==> src/rtl/resout_pkg.sv <==
package resout_pkg;
   typedef enum logic [2:0] {
      HS_IDLE  = 3'd0,
      HS_HI    = 3'd1,
      HS_HI_LD = 3'd2,
      HS_LO    = 3'd3,
      HS_LO_LD = 3'd4
   } hs_state_t;
endpackage

==> src/rtl/resout_latch.sv <==
module resout_latch #(
   parameter int WORD_W = 14
) (
   input  logic              clk,
   input  logic              rst_n,
   input  logic              in_valid,
   input  logic [WORD_W-1:0] in_word,
   input  logic              busy,
   output logic [WORD_W-1:0] lat_word,
   output logic              load
);
   logic [WORD_W-1:0] pend_word;
   logic              pend_v;
   logic              take_new;
   logic              take_pend;

   always_comb begin
      take_new  = in_valid & ~busy;
      take_pend = pend_v & ~busy & ~in_valid;
      load      = take_new | take_pend;
   end

   always_ff @(posedge clk or negedge rst_n) begin
      if (!rst_n) begin
         lat_word  <= '0;
         pend_word <= '0;
         pend_v    <= 1'b0;
      end else begin
         if (take_new)
            lat_word <= in_word;
         else if (take_pend)
            lat_word <= pend_word;
         if (in_valid && busy) begin
            pend_word <= in_word;
            pend_v    <= 1'b1;
         end else if (load) begin
            pend_v    <= 1'b0;
         end
      end
   end
endmodule

==> src/rtl/resout_hs_fsm.sv <==
module resout_hs_fsm
   import resout_pkg::*;
(
   input  logic      clk,
   input  logic      rst_n,
   input  logic      start,
   output hs_state_t state,
   output logic      busy
);
   hs_state_t nxt;

   always_comb begin
      unique case (state)
         HS_IDLE:  nxt = start ? HS_HI : HS_IDLE;
         HS_HI:    nxt = HS_HI_LD;
         HS_HI_LD: nxt = HS_LO;
         HS_LO:    nxt = HS_LO_LD;
         HS_LO_LD: nxt = HS_IDLE;
         default:  nxt = HS_IDLE;
      endcase
      busy = (state != HS_IDLE);
   end

   always_ff @(posedge clk or negedge rst_n) begin
      if (!rst_n) state <= HS_IDLE;
      else        state <= nxt;
   end
endmodule

==> src/rtl/resout_lane.sv <==
module resout_lane #(
   parameter int BYTE_W = 8
) (
   input  logic [BYTE_W-1:0] byte_i,
   input  logic              force_n,
   input  logic              drive,
   output logic [BYTE_W-1:0] d_o,
   output logic              oe_o
);
   always_comb begin
      d_o  = force_n ? byte_i : {BYTE_W{1'b1}};
      oe_o = drive;
   end
endmodule

==> src/rtl/resout_bus_port.sv <==
module resout_bus_port
   import resout_pkg::*;
#(
   parameter int DATA_W = 12,
   parameter int BYTE_W = 8
) (
   input  logic              clk,
   input  logic              rst_n,
   input  logic              res_valid,
   input  logic [DATA_W-1:0] res_data,
   input  logic              res_pol,
   input  logic              res_ovr,
   input  logic              mode_i,
   input  logic              test_n,
   input  logic              cs_n,
   input  logic              hbe_n,
   input  logic              lbe_n,
   output logic              ctl_oe,
   output logic              ld_n_o,
   output logic              hflag_n_o,
   output logic              lflag_n_o,
   output logic [BYTE_W-1:0] lo_d,
   output logic              lo_oe,
   output logic [BYTE_W-1:0] hi_d,
   output logic              hi_oe
);
   localparam int HI_W   = DATA_W - BYTE_W;
   localparam int WORD_W = DATA_W + 2;
   localparam int PAD_W  = BYTE_W - HI_W - 2;

   generate
      if (DATA_W <= BYTE_W || HI_W + 2 > BYTE_W) begin : g_bad_width
         $error("resout_bus_port: result does not fit two lanes");
      end
   endgenerate

   logic              mode_q;
   logic              load;
   logic              start;
   logic              busy;
   logic              direct;
   hs_state_t         state;
   logic [WORD_W-1:0] lat_word;
   logic [DATA_W-1:0] lat_data;
   logic              lat_pol;
   logic              lat_ovr;
   logic [1:0][BYTE_W-1:0] lane_byte;
   logic [1:0][BYTE_W-1:0] lane_d;
   logic [1:0]        lane_drv;
   logic [1:0]        lane_oe;

   always_ff @(posedge clk or negedge rst_n) begin
      if (!rst_n) mode_q <= 1'b0;
      else        mode_q <= mode_i;
   end

   resout_latch #(.WORD_W(WORD_W)) u_latch (
      .clk      (clk),
      .rst_n    (rst_n),
      .in_valid (res_valid),
      .in_word  ({res_ovr, res_pol, res_data}),
      .busy     (busy),
      .lat_word (lat_word),
      .load     (load)
   );

   assign start = (mode_i & ~mode_q) | (load & mode_q);

   resout_hs_fsm u_fsm (
      .clk   (clk),
      .rst_n (rst_n),
      .start (start),
      .state (state),
      .busy  (busy)
   );

   always_comb begin
      lat_data = lat_word[DATA_W-1:0];
      lat_pol  = lat_word[DATA_W];
      lat_ovr  = lat_word[DATA_W+1];
      direct   = ~mode_q & ~busy;

      lane_byte[0] = lat_data[BYTE_W-1:0];
      lane_byte[1] = {{PAD_W{1'b0}}, lat_ovr, lat_pol, lat_data[DATA_W-1:BYTE_W]};

      lane_drv[0] = busy ? (state == HS_LO || state == HS_LO_LD)
                         : (direct & ~cs_n & ~lbe_n);
      lane_drv[1] = busy ? (state == HS_HI || state == HS_HI_LD)
                         : (direct & ~cs_n & ~hbe_n);

      ctl_oe    = mode_q | busy;
      hflag_n_o = ~(state == HS_HI || state == HS_HI_LD);
      lflag_n_o = ~(state == HS_LO || state == HS_LO_LD);
      ld_n_o    = ~(state == HS_HI_LD || state == HS_LO_LD);
   end

   generate
      for (genvar g = 0; g < 2; g++) begin : g_lane
         resout_lane #(.BYTE_W(BYTE_W)) u_lane (
            .byte_i  (lane_byte[g]),
            .force_n (test_n),
            .drive   (lane_drv[g]),
            .d_o     (lane_d[g]),
            .oe_o    (lane_oe[g])
         );
      end
   endgenerate

   assign lo_d  = lane_d[0];
   assign lo_oe = lane_oe[0];
   assign hi_d  = lane_d[1];
   assign hi_oe = lane_oe[1];
endmodule

==> config.mk <==
export PLATFORM = sky130hd
export DESIGN_NAME = resout_bus_port
export DESIGN_NICKNAME = d
export VERILOG_FILES = /design/src/rtl/resout_pkg.sv /design/src/rtl/resout_latch.sv /design/src/rtl/resout_hs_fsm.sv /design/src/rtl/resout_lane.sv /design/src/rtl/resout_bus_port.sv
export SDC_FILE = /design/constraint.sdc
export NUM_CORES = 1
export LEC_CHECK = 0
export ABC_AREA = 1
export BUFFER_PORTS_ARGS = -buffer_cell sky130_fd_sc_hd__buf_2
export CORE_MARGIN = 5
export CORE_UTILIZATION = 40
export CTS_BUF_LIST = sky130_fd_sc_hd__clkbuf_4 sky130_fd_sc_hd__clkbuf_8
export CTS_CLUSTER_SIZE = 40
export DETAILED_ROUTE_END_ITERATION = 8
export SLEW_MARGIN = 40
export SYNTH_ARGS = -nofsm -noshare
export SYNTH_HDL_FRONTEND = slang
export SYNTH_SLANG_ARGS = --single-unit
==> constraint.sdc <==
create_clock -name clk -period 1.4 [get_ports clk]
set_input_delay 0.28 -clock clk [delete_from_list [all_inputs] [get_ports clk]]
set_output_delay 0.28 -clock clk [all_outputs]
set_load 0.005 [all_outputs]
Yosys cells after proc, flatten, opt, wreduce, memory -nomap -nowiden

Cells that the tools add are included.

Logic and storage cells: 48
Register bits: 33
Output and inout bits: 22
Input bits: 22

Muxes and demuxes: 10
Equality and inequality tests: 4
Reduce and logical (&&, ||, !) cells: 8
Bitwise operators: 21

Operators by type and width:

| operator                                                              | count |
|---|---|
| 14-bit 2-to-1 mux                                                     | 2 |
| 8-bit 2-to-1 mux                                                      | 2 |
| 3-bit one-hot mux with 4 select lines                                 | 1 |
| 1-bit bitwise AND                                                     | 9 |
| 1-bit NOT                                                             | 9 |
| 3-bit by 2-bit equality test with 1-bit output, second input constant | 2 |
| 1-bit 2-to-1 mux                                                      | 5 |
| 2-bit nonzero test                                                    | 2 |
| 3-bit by 1-bit equality test with 1-bit output, second input constant | 1 |
| 3-bit equality test, second input constant                            | 1 |
| 3-bit logical NOT                                                     | 1 |
| 1-bit logical OR                                                      | 3 |
| 1-bit bitwise OR                                                      | 3 |
| 3-bit nonzero test                                                    | 1 |
| 1-bit logical AND                                                     | 1 |

Longest topological paths before layout

Gate-level depths: netlist of the first run.

Depth after elaboration: 9
Gate-level depth with buffers: 8
Gate-level depth less buffers: 6

Hierarchy

Synthesis of the first run repeated with hierarchy kept, for this count alone.

Cells, all modules: 247
Area total of the unflattened synthesis: 1732.9 µm²

Modules (own cells, without submodules):

| module          | area each (µm²) | times used | sequential area each (µm²) | cells an instance |
|---|---|---|---|---|
| resout_latch    | 1327.5          | 1          | 725.7                      | 169 |
| resout_lane     | 72.6            | 2          | 0.0                        | 18 |
| resout_bus_port | 138.9           | 1          | 25.0                       | 28 |
| resout_hs_fsm   | 121.4           | 1          | 75.1                       | 14 |

Worst setup path after synthesis of the first run

OpenSTA, ideal clock, no wires.

Path type: register -> output
Start: register u_fsm.state[0]
End: output hi_oe
Setup slack: 243 ps
Arrival time: 877 ps
Cell stages (with the launch flop): 4
Cell sequence: dfrtp_1 > nor2_4 > nand4_1 > o21ai_0

Longest elaborated chain between the ends: 6
Elaborated cells on any way between the ends: 9

RTL lines:

| item                           | line                  | text |
|---|---|---|
| start, declared                | resout_hs_fsm.sv:7    | `output hs_state_t state,` |
| start signal, assigned         | resout_hs_fsm.sv:26   | `else state <= nxt;` |
| 3-bit nonzero test             | resout_hs_fsm.sv:21   | `busy = (state != HS_IDLE);` |
| 1-bit NOT                      | resout_bus_port.sv:81 | `direct = ~mode_q & ~busy;` |
| 1-bit bitwise AND              | resout_bus_port.sv:81 |  |
| 1-bit bitwise AND (2 in a row) | resout_bus_port.sv:89 | `: (direct & ~cs_n & ~hbe_n);` |
| 1-bit 2-to-1 mux *             | resout_bus_port.sv:88 | `lane_drv[1] = busy ? (state == HS_HI \|\| state == HS_HI_LD)` |
| end, declared                  | resout_bus_port.sv:25 | `output logic hi_oe` |

Every way passes the cells marked *; elsewhere a longest branch is shown, timed or not.

Worst setup path in the final report of the first run

Start: register u_fsm.state[1]
End: output ctl_oe

Longest elaborated chain between the ends: 2

RTL lines:

| item               | line                  | text |
|---|---|---|
| 3-bit nonzero test | resout_hs_fsm.sv:21   |  |
| 1-bit bitwise OR   | resout_bus_port.sv:91 | `ctl_oe = mode_q \| busy;` |
| end, declared      | resout_bus_port.sv:18 | `output logic ctl_oe,` |

Every way passes these cells.

==> results of run 1 <==
registers in the layout, indices dropped and copies added (netlist names):
register           count
u_latch.lat_word      14
u_latch.pend_word     14
u_fsm.state            3
mode_q                 1
u_latch.pend_v         1
logic make-up (layout without fill, tap and decap cells):
logic type,count (synthesis),in the layout
AND/OR/NAND/NOR,159,160
buffers and inverters,34,90
flip-flops,33,33
AO/OA/AOI/OAI,5,5
how the worst max path moves through the flow:
stage                          endpoint  slack (ns)           start  depth (start not counted)
floorplan                         hi_oe        0.24  u_fsm.state[0]                          3
global placement                  hi_oe        0.12  u_fsm.state[0]                          4
detailed placement  u_latch.lat_word[5]         0.1  u_fsm.state[0]                          5
CTS                               lo_oe       -0.15  u_fsm.state[1]                          4
global route                     ctl_oe       -0.25  u_fsm.state[1]                          6
finish                           ctl_oe       -0.18  u_fsm.state[1]                          6
timing repair:
item | in CTS | in global routing
cloned | 0 | 1
hold buffers | 1 | 0
resized for setup | 5 | 16
pin swaps | 1 | 3
setup buffers | 2 | 8
endpoints found under the setup margin | 5 | 26
endpoints found under the hold margin | 15 | 0
stage by stage:
step	utilization (%)	hold WS, ns
after floorplan	-	-0.0156
after global placement	48.5	0.228
after detailed placement	48.5	0.230
after CTS	51.5	0.104
after global routing	54.7	0.114
final	54.7	0.112
layout by cell type (no fill, tap or decap), types with 6 or more instances in the layout:
cell | Yosys | final
nand2_1 | 92 | 90
buf_2 | 3 | 39
dfrtp_1 | 33 | 31
nor2_1 | 24 | 24
inv_1 | 22 | 20
buf_4 | 4 | 14
nand3_1 | 15 | 13
or2_2 | 15 | 11
nor2_2 | 6 | 6
clkbuf_8 | 0 | 6
worst max-delay path, stage by stage (launching register included):
cell and delay (ns):
dfrtp_2 0.44, nor2_4 0.15, buf_4 0.13, nand2_4 0.05, inv_2 0.07, nand2_1 0.05
buf_2 0.12
cell type report:
type                            instances  area share (%)
Clock buffer                            7            4.03
Inverter                               24            4.03
Multi-Input combinational cell        165            35.3
Sequential cell                        33            37.0
Tap cell                               50            2.80
Timing Repair Buffer                   59            16.8
power groups by stage:
stage / Combinational [W] / Clock, W / Sequential (W)
after floorplan: 0.00141 / 0 / 0.00158
after detailed placement: 0.00190 / 0 / 0.00164
after global routing: 0.00264 / 0.000813 / 0.00170
final: 0.00231 / 0.000742 / 0.00165
after global placement: 0.00187 / 0 / 0.00164
after CTS: 0.00198 / 0.000768 / 0.00163
routing by layer:
layer	up-vias	global-route usage, %
li1	809	-
met1	695	20.1
met2	37	24.4
met3	6	4.49
met4	0	5.63
met5	-	0
==> results.cfg, run 1 <==
[drt]
met1_length_um = 1960
vias = 1547
wl_um = 4190
drt_iter0_drc = 75
route.detailed.drc = 0
drtPass1Iterations = 4
ant_nets = 0
top_layer = met4
via_per_inst = 4.58
wl_met2_um = 1920
dr_wl_met3_um = 241
wire_per_inst_um = 12.4

[power]
power_frac_seq_pct = 35.1
internal_power_w = 0.00283
switching_power_w = 0.00187
sw_frac_of_total_pct = 39.7
leakage_nw = 1.30
power_density_mw_per_mm2 = 2100
clkPwrFrac_pct = 15.8
power_frac_comb_pct = 49.1
vdd_ir_drop_max_uv = 1350
p_total_w = 0.00470

[critical_path]
ff2ff_setup_slack_ns = 0.06
rr_worst_depth = 7
worstPathRequired_ns = 1.12
cp-start-kind = flip-flop
r2r_start = u_fsm.state[1]
critPathMaxFanout = 4
critPathCaptureType = primary output
crit_type = reg -> out
r2r_end = u_latch.pend_word[2]
worstPathArrival_ns = 1.30

[cts]
clock_sinks = 33
cts_max_level = 2
cts_tree = done
cts_root_buf = clkbuf_8
cts_buffers = 5
clkLatencyLatePin_ns = 0.28
clkTransAtPathRegs_ns = 0.06
clock_path_buffers = 2

[yosys]
async_reset_ff_share_pct = 100
synthCells = 231
synth-main-ff-cell = dfrtp_1
synth_area_per_cell_um2 = 7.44
synth_area_mm2 = 0.00172
yosys-top-cells-area = dfrtp_1, nand2_1, or2_2, nor2_1, inv_1
muxShareOfSynthArea_pct = 0
yosysWarnings = 0
yosys.area.top_type = dfrtp_1
yosysMostFrequentCell = nand2_1
synthesis.nets = 253
synth-simple-area-share_pct = 41.4
synth-compound-area-share_pct = 1.60
synth-xor-area-share_pct = 0
synth-edff-count = 0
synth_fa_ha_area_share_pct = 0
ys_ff_latch = 33
synth_commonest_cells = nand2_1, dfrtp_1, nor2_1
yosysUniqueCellTypes = 21
yosysSeqAreaShare_pct = 48.1
synth_top_area_share_pct = 48.1
synth_top_family_by_area = simple AND/OR/NAND/NOR gates

[global_route]
grt_max_degree = 29
grt_overflow = 0
grt_first_pass_wirelength_um = 6650
grt_pass1_vias = 1473
antenna_found_initial = 0
grtUsageTotal_pct = 15.4

[placed_design]
hpwlAfterDp_um = 2710
port_buffers = 43
placed_cell_area_mm2 = 0.00198
place_congestion = 0.774
dpl.cell_count = 319
pre_cts_ws_ns = 0.0987

[final_layout]
final_cells = 338
ff_latch_area_um2 = 828
area_delta_synth_final_pct = 30.2
final_nets = 310
multiInputGateArea_um2 = 791
n_antenna_cell = 0
drive_gt1_share_pct = 35.8
fill_cells = 388
design_area_mm2 = 0.00224

[status]
violations = negative setup slack
outcome = finished with violations

[timing]
fin_skew_ns = 0.00315
fmax_ghz = 0.632
rsz0062_at_grt = true
worst_pin_slew_ns = 0.435
hold_viol = 0
setup_tns_ns = -0.501
slew_viol_final = 0
setup_viol = 4
fin_crit_sh_pct = 113
relSlewSlack_pct = 70.9
worst_slack_ns = -0.183
layout_min_cycle_time_ns = 1.58

[flow_run]
maxCapViolations = 0

[floorplanning]
start_util_pct = 42.0
die_area_mm2 = 0.00571
die_y_um = 75.5
dieWidth_um = 75.5
rows = 23
coreArea_mm2 = 0.00409
io_pins = 44

[hold_path]
hold_path_end = mode_q
min_from = mode_i
holdCritPathClass = in -> reg
min_path_cells = 1
No activity file was read; power rests on OpenSTA's default activity.
==> inputs of run 2 (changes only) <==
- SETUP_SLACK_MARGIN: default -> 0.02
==> run 2 against run 1 <==
  * The flow still finishes with violations (negative setup slack)
  * Clock skew fell by 0.0017 ns
  * Clock power barely moved
  * Largest cell class unchanged
  * Sequential share of layout area fell by 1.1 points
  * First-iteration DRC count fell by 4.0%
  * Wire length rose by 4.0%
  * Final area rose by 3.1%
==> results.cfg, run 2 (synthesis results as in run 1) <==
[cts]
clock_path_buffers = 2
cts_root_buf = clkbuf_8
cts_tree = done
clock_sinks = 33
clkTransAtPathRegs_ns = 0.06
cts_max_level = 2
clkLatencyLatePin_ns = 0.28
cts_buffers = 5

[final_layout]
area_delta_synth_final_pct = 34.2
drive_gt1_share_pct = 37.2
layout_commonest_cell = nand2_1
n_antenna_cell = 0
largestRegisters = u_latch.lat_word: 14 flops, u_latch.pend_word: 14 flops, u_fsm.state: 3 flops
fill_cells = 385
layout_common_cells = nand2_1, buf_2, dfrtp_1
utilization_pct = 56.4
final_nets = 315

[critical_path]
worstPathArrival_ns = 1.30
cp-start-kind = flip-flop
worstPathRequired_ns = 1.12
crit_type = reg -> out
critPathMaxFanout = 4
critPathCaptureType = primary output

[drt]
wl_met2_um = 1960
route.detailed.drc = 0
ant_nets = 0
drtPass1Iterations = 4
dr_wl_met3_um = 253
wl_um = 4360
via_per_inst = 4.51
met1_length_um = 2080
wire_per_inst_um = 12.7
top_layer = met4
vias = 1547
drt_iter0_drc = 72

[timing]
setup_viol = 5
slew_viol_final = 0
fin_skew_ns = 0.00143
relSlewSlack_pct = 72.9
layout_min_cycle_time_ns = 1.58
hold_viol = 0
rsz0062_at_grt = true
worst_pin_slew_ns = 0.407
fin_crit_sh_pct = 113
fmax_ghz = 0.633
worst_slack_ns = -0.179
setup_tns_ns = -0.510

[global_route]
grt_first_pass_wirelength_um = 6670
grt_max_degree = 29
antenna_found_initial = 0
grtUsageTotal_pct = 15.5
grt_pass1_vias = 1479
grt_overflow = 0

[placed_design]
port_buffers = 43
hpwlAfterDp_um = 2710
place_congestion = 0.774

[power]
power_density_mw_per_mm2 = 2100
p_total_w = 0.00483
vdd_ir_drop_max_uv = 1350
leakage_nw = 1.32

[floorplanning]
rows = 23
coreArea_mm2 = 0.00409
start_util_pct = 42.0
io_pins = 44
dieWidth_um = 75.5
die_area_mm2 = 0.00571
die_y_um = 75.5

[hold_path]
holdCritPathClass = in -> reg

[status]
violations = negative setup slack
outcome = finished with violations

[flow_run]
maxCapViolations = 0
-- run 2: where the power goes --
group          switching [W]  internal, W
Clock               0.000333     0.000409
Sequential          0.000255      0.00140
Combinational        0.00131      0.00113
Total                0.00189      0.00294
-- run 2: final cells by class --
| type | count | area [um^2] | share of cell area, % |
|---|---|---|---|
| Clock buffer | 7 | 90.1 | 3.91 |
| Inverter | 24 | 93.8 | 4.07 |
| Multi-Input combinational cell | 165 | 806 | 34.9 |
| Sequential cell | 33 | 828 | 35.9 |
| Tap cell | 50 | 62.6 | 2.71 |
| Timing Repair Buffer | 63 | 418 | 18.1 |
| Timing Repair inverter | 1 | 7.51 | 0.326 |
-- run 2: metal layers --
layer	up-vias	global-route usage, %
met1	688	20.1
met3	6	4.49
li1	818	-
met4	0	5.63
met2	35	24.5
met5	-	0
-- run 2: stage by stage --
step                      area (um^2)  hold WS, ns  instances  setup WS, ns
after floorplan                  1720      -0.0156        231         0.243
after global placement           1980        0.228        319         0.119
after detailed placement         1980        0.230        319        0.0987
after CTS                        2110        0.104        329        -0.146
after global routing             2310        0.114        343        -0.252
final                            2310        0.109        343        -0.179
-- run 2: worst max-delay path, cell delays in order (launching register included) --
cell     delay (ns)
dfrtp_2        0.44
nor2_4         0.15
buf_4          0.14
nand2_4        0.05
inv_2          0.07
nand2_1        0.05
buf_2          0.12
-- run 2: path summary, 6_finish.rpt --
check | cells past startpoint | end | slack, ns | startpoint
worst max-delay path | 6 | ctl_oe | -0.18 | u_fsm.state[1]
worst min-delay path | 1 | mode_q | 0.11 | mode_i
worst max register to register | 7 | u_latch.pend_word[2] | 0.10 | u_fsm.state[1]
worst min register to register | 2 | u_latch.pend_word[7] | 0.47 | u_latch.pend_word[7]
max in group asynchronous | 3 | u_fsm.state[1] | 0.49 | rst_n
min in group asynchronous | 2 | u_latch.lat_word[13] | 0.47 | rst_n
-- run 2: what timing repair did --
item	4_1_cts	5_1_grt
hold buffers	1	0
pin swaps	2	3
gates cloned	0	2
hold endpoints to repair	15	0
endpoints found under the setup margin	8	30
gates resized for setup	7	25
setup buffers	2	12
